==> src/rtl/ubg_pkg.sv <==
package ubg_pkg;

  localparam int PSC_SEL_W = 3;
  localparam int PSC_CNT_W = 8;

  typedef enum logic [PSC_SEL_W-1:0] {
    PS_STOP = 3'd0,
    PS_4    = 3'd1,
    PS_10   = 3'd2,
    PS_16   = 3'd3,
    PS_50   = 3'd4,
    PS_64   = 3'd5,
    PS_100  = 3'd6,
    PS_200  = 3'd7
  } psc_code_e;

  // Divide ratio of a prescaler code; 0 for the stopped code.
  function automatic logic [PSC_CNT_W-1:0] psc_ratio(input logic [PSC_SEL_W-1:0] code);
    case (psc_code_e'(code))
      PS_4:    return 8'd4;
      PS_10:   return 8'd10;
      PS_16:   return 8'd16;
      PS_50:   return 8'd50;
      PS_64:   return 8'd64;
      PS_100:  return 8'd100;
      PS_200:  return 8'd200;
      default: return 8'd0;
    endcase
  endfunction

endpackage

==> src/rtl/ubg_prescaler.sv <==
module ubg_prescaler
  import ubg_pkg::*;
(
  input  logic                 clk,
  input  logic                 rst_n,
  input  logic [PSC_SEL_W-1:0] sel,
  output logic                 run,
  output logic                 tick
);
  logic [PSC_CNT_W-1:0] cnt;
  logic [PSC_CNT_W-1:0] last;

  assign run  = (sel != PS_STOP);
  assign last = psc_ratio(sel) - PSC_CNT_W'(1);
  // >= keeps the counter bounded if the ratio shrinks mid-count
  assign tick = run && (cnt >= last);

  always_ff @(posedge clk or negedge rst_n) begin
    if (!rst_n)      cnt <= '0;
    else if (!run)   cnt <= '0;
    else if (tick)   cnt <= '0;
    else             cnt <= cnt + PSC_CNT_W'(1);
  end
endmodule

==> src/rtl/ubg_reload_timer.sv <==
module ubg_reload_timer #(
  parameter int RELOAD_W = 8
) (
  input  logic                clk,
  input  logic                rst_n,
  input  logic                run,
  input  logic                tick,
  input  logic [RELOAD_W-1:0] reload_val,
  output logic                expire,
  output logic                rise,
  output logic                tout
);
  localparam int CNT_W = RELOAD_W + 1;

  // Zero reload stands for the full 2**RELOAD_W span.
  function automatic logic [CNT_W-1:0] span_of(input logic [RELOAD_W-1:0] r);
    if (r == '0) return {1'b1, {RELOAD_W{1'b0}}};
    return {1'b0, r};
  endfunction

  logic [CNT_W-1:0] cnt;

  assign expire = run && tick && (cnt <= CNT_W'(1));
  assign rise   = expire && !tout;

  always_ff @(posedge clk or negedge rst_n) begin
    if (!rst_n) begin
      cnt  <= '0;
      tout <= 1'b0;
    end else if (!run) begin
      cnt  <= span_of(reload_val);
    end else if (tick) begin
      if (expire) begin
        cnt  <= span_of(reload_val);
        tout <= ~tout;
      end else begin
        cnt  <= cnt - CNT_W'(1);
      end
    end
  end
endmodule

==> src/rtl/ubg_line_sync.sv <==
module ubg_line_sync #(
  parameter int STAGES = 2
) (
  input  logic clk,
  input  logic rst_n,
  input  logic din,
  output logic fall
);
  logic [STAGES:0] q;

  always_ff @(posedge clk or negedge rst_n) begin
    if (!rst_n) q <= '1;
    else        q <= {q[STAGES-1:0], din};
  end

  assign fall = q[STAGES] && !q[STAGES-1];
endmodule

==> src/rtl/ubg_bit_divider.sv <==
module ubg_bit_divider #(
  parameter int LOG2    = 4,
  parameter bit REPHASE = 1'b0
) (
  input  logic clk,
  input  logic rst_n,
  input  logic rise,
  input  logic restart,
  output logic wrap
);
  localparam logic [LOG2-1:0] TOP = '1;
  localparam logic [LOG2-1:0] MID = LOG2'(1 << (LOG2 - 1));

  logic [LOG2-1:0] cnt;
  logic            do_restart;

  generate
    if (REPHASE) begin : g_rephase
      assign do_restart = restart;
    end else begin : g_free
      assign do_restart = 1'b0 & restart;
    end
  endgenerate

  // A restart swallows a coincident rise.
  assign wrap = rise && !do_restart && (cnt == TOP);

  always_ff @(posedge clk or negedge rst_n) begin
    if (!rst_n)          cnt <= '0;
    else if (do_restart) cnt <= MID;
    else if (rise)       cnt <= cnt + LOG2'(1);
  end
endmodule

==> src/rtl/usart_baud_gen.sv <==
module usart_baud_gen
  import ubg_pkg::*;
#(
  parameter int RELOAD_W    = 8,
  parameter int DIV_LOG2    = 4,
  parameter int SYNC_STAGES = 2
) (
  input  logic                 clk_ref,
  input  logic                 rst_n,
  input  logic [PSC_SEL_W-1:0] psc_sel,
  input  logic [RELOAD_W-1:0]  reload_val,
  input  logic                 div1_mode,
  input  logic                 rx_in,
  output logic                 timer_out,
  output logic                 tx_bit_stb,
  output logic                 rx_bit_stb
);
  // Named internal events, watched by the checker.
  logic tmr_run;
  logic tmr_tick;
  logic tmr_expire;
  logic ser_rise;
  logic rx_start;
  logic tx_wrap;
  logic rx_wrap;

  ubg_prescaler u_psc (
    .clk  (clk_ref),
    .rst_n(rst_n),
    .sel  (psc_sel),
    .run  (tmr_run),
    .tick (tmr_tick)
  );

  ubg_reload_timer #(.RELOAD_W(RELOAD_W)) u_tmr (
    .clk       (clk_ref),
    .rst_n     (rst_n),
    .run       (tmr_run),
    .tick      (tmr_tick),
    .reload_val(reload_val),
    .expire    (tmr_expire),
    .rise      (ser_rise),
    .tout      (timer_out)
  );

  ubg_line_sync #(.STAGES(SYNC_STAGES)) u_sync (
    .clk  (clk_ref),
    .rst_n(rst_n),
    .din  (rx_in),
    .fall (rx_start)
  );

  ubg_bit_divider #(.LOG2(DIV_LOG2), .REPHASE(1'b0)) u_txdiv (
    .clk    (clk_ref),
    .rst_n  (rst_n),
    .rise   (ser_rise),
    .restart(1'b0),
    .wrap   (tx_wrap)
  );

  ubg_bit_divider #(.LOG2(DIV_LOG2), .REPHASE(1'b1)) u_rxdiv (
    .clk    (clk_ref),
    .rst_n  (rst_n),
    .rise   (ser_rise),
    .restart(rx_start),
    .wrap   (rx_wrap)
  );

  // Strobes register in the same edge that raises timer_out.
  always_ff @(posedge clk_ref or negedge rst_n) begin
    if (!rst_n) begin
      tx_bit_stb <= 1'b0;
      rx_bit_stb <= 1'b0;
    end else begin
      tx_bit_stb <= div1_mode ? ser_rise : tx_wrap;
      rx_bit_stb <= rx_wrap;
    end
  end
endmodule

==> config.mk <==
export PLATFORM = sky130hd
export DESIGN_NAME = usart_baud_gen
export DESIGN_NICKNAME = d
export VERILOG_FILES = /design/src/rtl/ubg_pkg.sv /design/src/rtl/ubg_prescaler.sv /design/src/rtl/ubg_reload_timer.sv /design/src/rtl/ubg_line_sync.sv /design/src/rtl/ubg_bit_divider.sv /design/src/rtl/usart_baud_gen.sv
export SDC_FILE = /design/constraint.sdc
export NUM_CORES = 1
export LEC_CHECK = 0
export ABC_AREA = 1
export ABC_CLOCK_PERIOD_IN_PS = 1700
export BUFFER_PORTS_ARGS = -buffer_cell sky130_fd_sc_hd__buf_2
export CELL_PAD_IN_SITES_DETAIL_PLACEMENT = 1
export CELL_PAD_IN_SITES_GLOBAL_PLACEMENT = 2
export CORE_MARGIN = 4
export CORE_UTILIZATION = 34
export CTS_CLUSTER_SIZE = 8
export DETAILED_ROUTE_END_ITERATION = 6
export PLACE_DENSITY = 0.77
export RECOVER_POWER = 25
export SLEW_MARGIN = 25
export SYNTH_ARGS = -nofsm -noshare
export SYNTH_HDL_FRONTEND = slang
export SYNTH_SLANG_ARGS = --single-unit
==> constraint.sdc <==
create_clock -name clk_ref -period 1.7 [get_ports clk_ref]
set_input_delay 0.17 -clock clk_ref [delete_from_list [all_inputs] [get_ports clk_ref]]
set_output_delay 0.17 -clock clk_ref [all_outputs]
set_load 0.05 [all_outputs]
==> key figures <==
Power and ir drop
  – Internal power: 2.127 mW
  – Cell Pwr Density: around 1300 nW/um^2
  – Switch share: between 30% and 40%
  – Clock power frac: 22.6%
  – Sequential Power Share: 33.0%
  – Leakage power: 1.395 nW
  – Peak VDD IR: 433.2 uV
  – Combinational share of power: ~44%
  – Sw Pwr: 1.284 mW

Final layout
  – Area growth, synth to finish: 39.16%
  – Most frequent cells in the layout: 64 x nand2_1, 30 x buf_4, 28 x inv_1, 28 x dfrtp_1, 23 x nand3_1
  – ANT cells: 0
  – Commonest non-fill, non-tap cell in the layout: nand2_1
  – Share of post-route cells with drive strength above 1: 31.27%
  – Cell Count, Final, Fillers Out: 379
  – Fin area: 2668 um^2
  – Fillers: 680
  – Layout Nets: 334

Global routing
  – Initial antenna violation count: 0
  – GR Util All Layers: 15.74%
  – Number of global-route vias before repair: 1905
  – Largest net degree at the start of global routing: 32
  – First-pass GRT wire length: 8935 um
  – GR Overflow Total: 0

Flow run
  – MaxCap Viol Count: 0

STA
  – Clock Skew: 0.002912 ns
  – Final worst setup slack: -0.3232 ns
  – Hold Violations, Final: 0
  – Final Setup Violations: 28
  – Maximum clock frequency: 494.3 MHz
  – Final Max Slew Viols: 0
  – RSZ-0062 raised after global routing: true
  – Slew @ Worst Pin: about 0.83 ns
  – Slew margin rel.: 44.36%
  – Final Cycle Share: 119.0%
  – Final Critical Period: 2.023 ns

Drt
  – Via-to-Cell Ratio: approximately 4.6
  – 1st-iter DRT viols: 42
  – DRT Wirelength: 4876 um
  – Via count: about 1700
  – ANT nets after route: 0
  – DR pass1 iterations: 4
  – Avg WL per Cell: 12.87 um
  – # DRC: 0

Clock tree
  – Clk pin slew, worst setup/hold paths: 0.07 ns
  – CTS Root Cell: clkbuf_8
  – Clock Latency Late Sink: approximately 0.28 ns
  – CTS tree: done
  – H-tree depth: 2
  – Maximum clock path buffer count: 2
  – Clock tree sinks: 31
  – TritonCTS buffer count: 5

Setup path
  – Critical path required time: ~1.9 ns
  – Crit path max fanout: 6
  – CP arrival: 2.19 ns
  – CP cell instances: buf_12 -> or2_4 -> nand2_4 -> nand2_4 -> ha_4 -> xor2_1 -> ha_1 -> nand2_1 -> inv_1 -> nand2_1 -> nand2_2 -> nand2_2 -> nand2_2 -> nand3b_1 -> buf_6 -> xnor2_2
  – Critical path class: input pin to register
  – Slowest CP cell: ha_1
  – Top delay family on crit path: simple AND/OR/NAND/NOR gates
  – CP most frequent cell: nand2_2
  – Critical path buffer and inverter count: 3
  – Max incr delay on CP: 0.31 ns
  – Crit end category: register
  – Crit path launch type: input pin

Die
  – Core area: 5473 um^2
  – Initial Util: 35.03%
  – Die W: 83.09 um
  – Die height: 83.09 um
  – Cell row count: 27
  – IO Pins: 18
  – Die area: just under 7000 um^2

Synthesis
  – Synthesized flop and latch total: 31
  – Syn nets: between 200 and 300
  – Syn avg cell area: 7.667 um^2
  – Mapped Cells: 250
  – Seq/Total Area, Yosys: 40.67%
  – Ys Warns: 0
  – Synth unique cells: 26
  – Synth Cell Area: 1917 um^2

Placed design
  – Placed cells: approximately 360
  – Placement Cell Area: 2367 um^2
  – Gpl congestion: 0.7769
  – Number of buffers added on ports: 17
  – HPWL Detailed: around 3600 um

Min path
  – Worst hold path type: input pin to register

Run status
  – Status: finished, violations left
  – Failing checks: negative setup slack
## Yosys cell counts
library cell	n	area share, %
a21o_1	1	0.39
a21oi_1	7	1.8
buf_2	2	0.52
buf_4	2	0.78
buf_6	1	0.59
dfrtp_1	28	37
dfstp_2	3	4.1
ha_1	13	8.5
inv_1	33	6.5
nand2_1	73	14
nand2_2	2	0.65
nand3_1	29	7.6
nand3b_1	2	0.78
nand4_1	3	0.98
nor2_1	19	3.7
nor2_2	2	0.65
nor3_1	3	0.78
nor3_2	1	0.52
nor4_1	1	0.33
o21ai_0	7	1.8
o21ai_1	1	0.26
o21ai_2	1	0.46
or2_2	2	0.65
xnor2_1	8	3.7
xnor2_2	1	0.85
xor2_1	5	2.3
## tightest hold or removal path: stages
cell,delay (ns)
buf_2,0.09
inv_1,0.04
a21oi_1,0.05
## sequential cells by signal, summed over array words and instances, names as in the netlist
| signal | cells |
|---|---|
| rx_bit_stb | 1 |
| tx_bit_stb | 1 |
| u_psc.cnt | 8 |
| u_rxdiv.cnt | 4 |
| u_sync.q | 3 |
| u_tmr.cnt | 9 |
| u_tmr.tout | 1 |
| u_txdiv.cnt | 4 |
## power groups by stage
stage	clock, mW	combinational, mW	sequential [mW]
2_1_floorplan	0	0.926	1.16
4_1_cts	0.798	1.51	1.13
3_3_place_gp	0	1.40	1.13
5_1_grt	0.834	1.76	1.16
6_report	0.772	1.51	1.13
3_5_place_dp	0	1.45	1.14
## cell type report
cell class | instances | area (um^2) | area share [%]
multi-input combinational | 181 | 1095 | 41.04
sequential | 31 | 779.5 | 29.22
timing repair buffer | 54 | 446.7 | 16.74
inverter | 33 | 138.9 | 5.206
tap | 72 | 90.09 | 3.377
clock buffer | 6 | 82.58 | 3.096
clock inverter | 2 | 35.03 | 1.313
## stage by stage
stage / util (%) / setup slack, ns / total power [mW] / setup TNS (ns) / hold slack [ns]
after floorplan: - / -0.2687 / 2.083 / -6.019 / -0.1256
final: 48.74 / -0.3232 / 3.411 / -6.916 / 0.1140
after global routing: 48.74 / -0.4879 / 3.748 / -11.48 / 0.1264
after detailed placement: 43.26 / -0.7607 / 2.586 / -18.90 / 0.2764
after global placement: 43.26 / -0.7460 / 2.533 / -18.26 / 0.2746
after CTS: 48.13 / -0.3453 / 3.437 / -7.535 / 0.1082
## routing by layer
layer  track usage, %  up-vias  share of wire (%)
li1                 -      907                  -
met1            19.99      804                 46
met2            27.41       20                 51
met3            2.679        2                2.2
met4            4.458        0               0.82
met5                0        -                  0
## logic make-up (layout without fill, tap and decap cells)
logic type	Yosys count	after routing	share of synthesized area, %
compound gates	17	17	4.765
xor+xnor	14	14	6.789
fa+ha+maj	13	13	8.486
buf+inv	38	95	8.355
flops	31	31	40.67
simple gates	137	137	30.94
## worst paths after layout
path | from | to | slack, ns | depth (start not counted)
worst max register to register | u_psc.cnt[7] | u_txdiv.cnt[0] | -0.04 | 8
max in group asynchronous | rst_n | u_rxdiv.cnt[2] | 0.65 | 2
min in group asynchronous | rst_n | tx_bit_stb | 0.52 | 2
worst max-delay path | psc_sel[2] | u_txdiv.cnt[0] | -0.32 | 16
worst min-delay path | div1_mode | tx_bit_stb | 0.11 | 3
worst min register to register | u_sync.q[0] | u_sync.q[1] | 0.36 | 0
## what timing repair did
| item | in CTS | in global routing |
|---|---|---|
| cloned | 0 | 0 |
| pin swaps | 15 | 8 |
| endpoints found under the setup margin | 28 | 28 |
| hold endpoints to repair | 29 | 0 |
| setup buffers | 5 | 0 |
| gates resized for setup | 28 | 9 |
| hold buffers | 2 | 0 |
(Power assumes the default switching activity.)
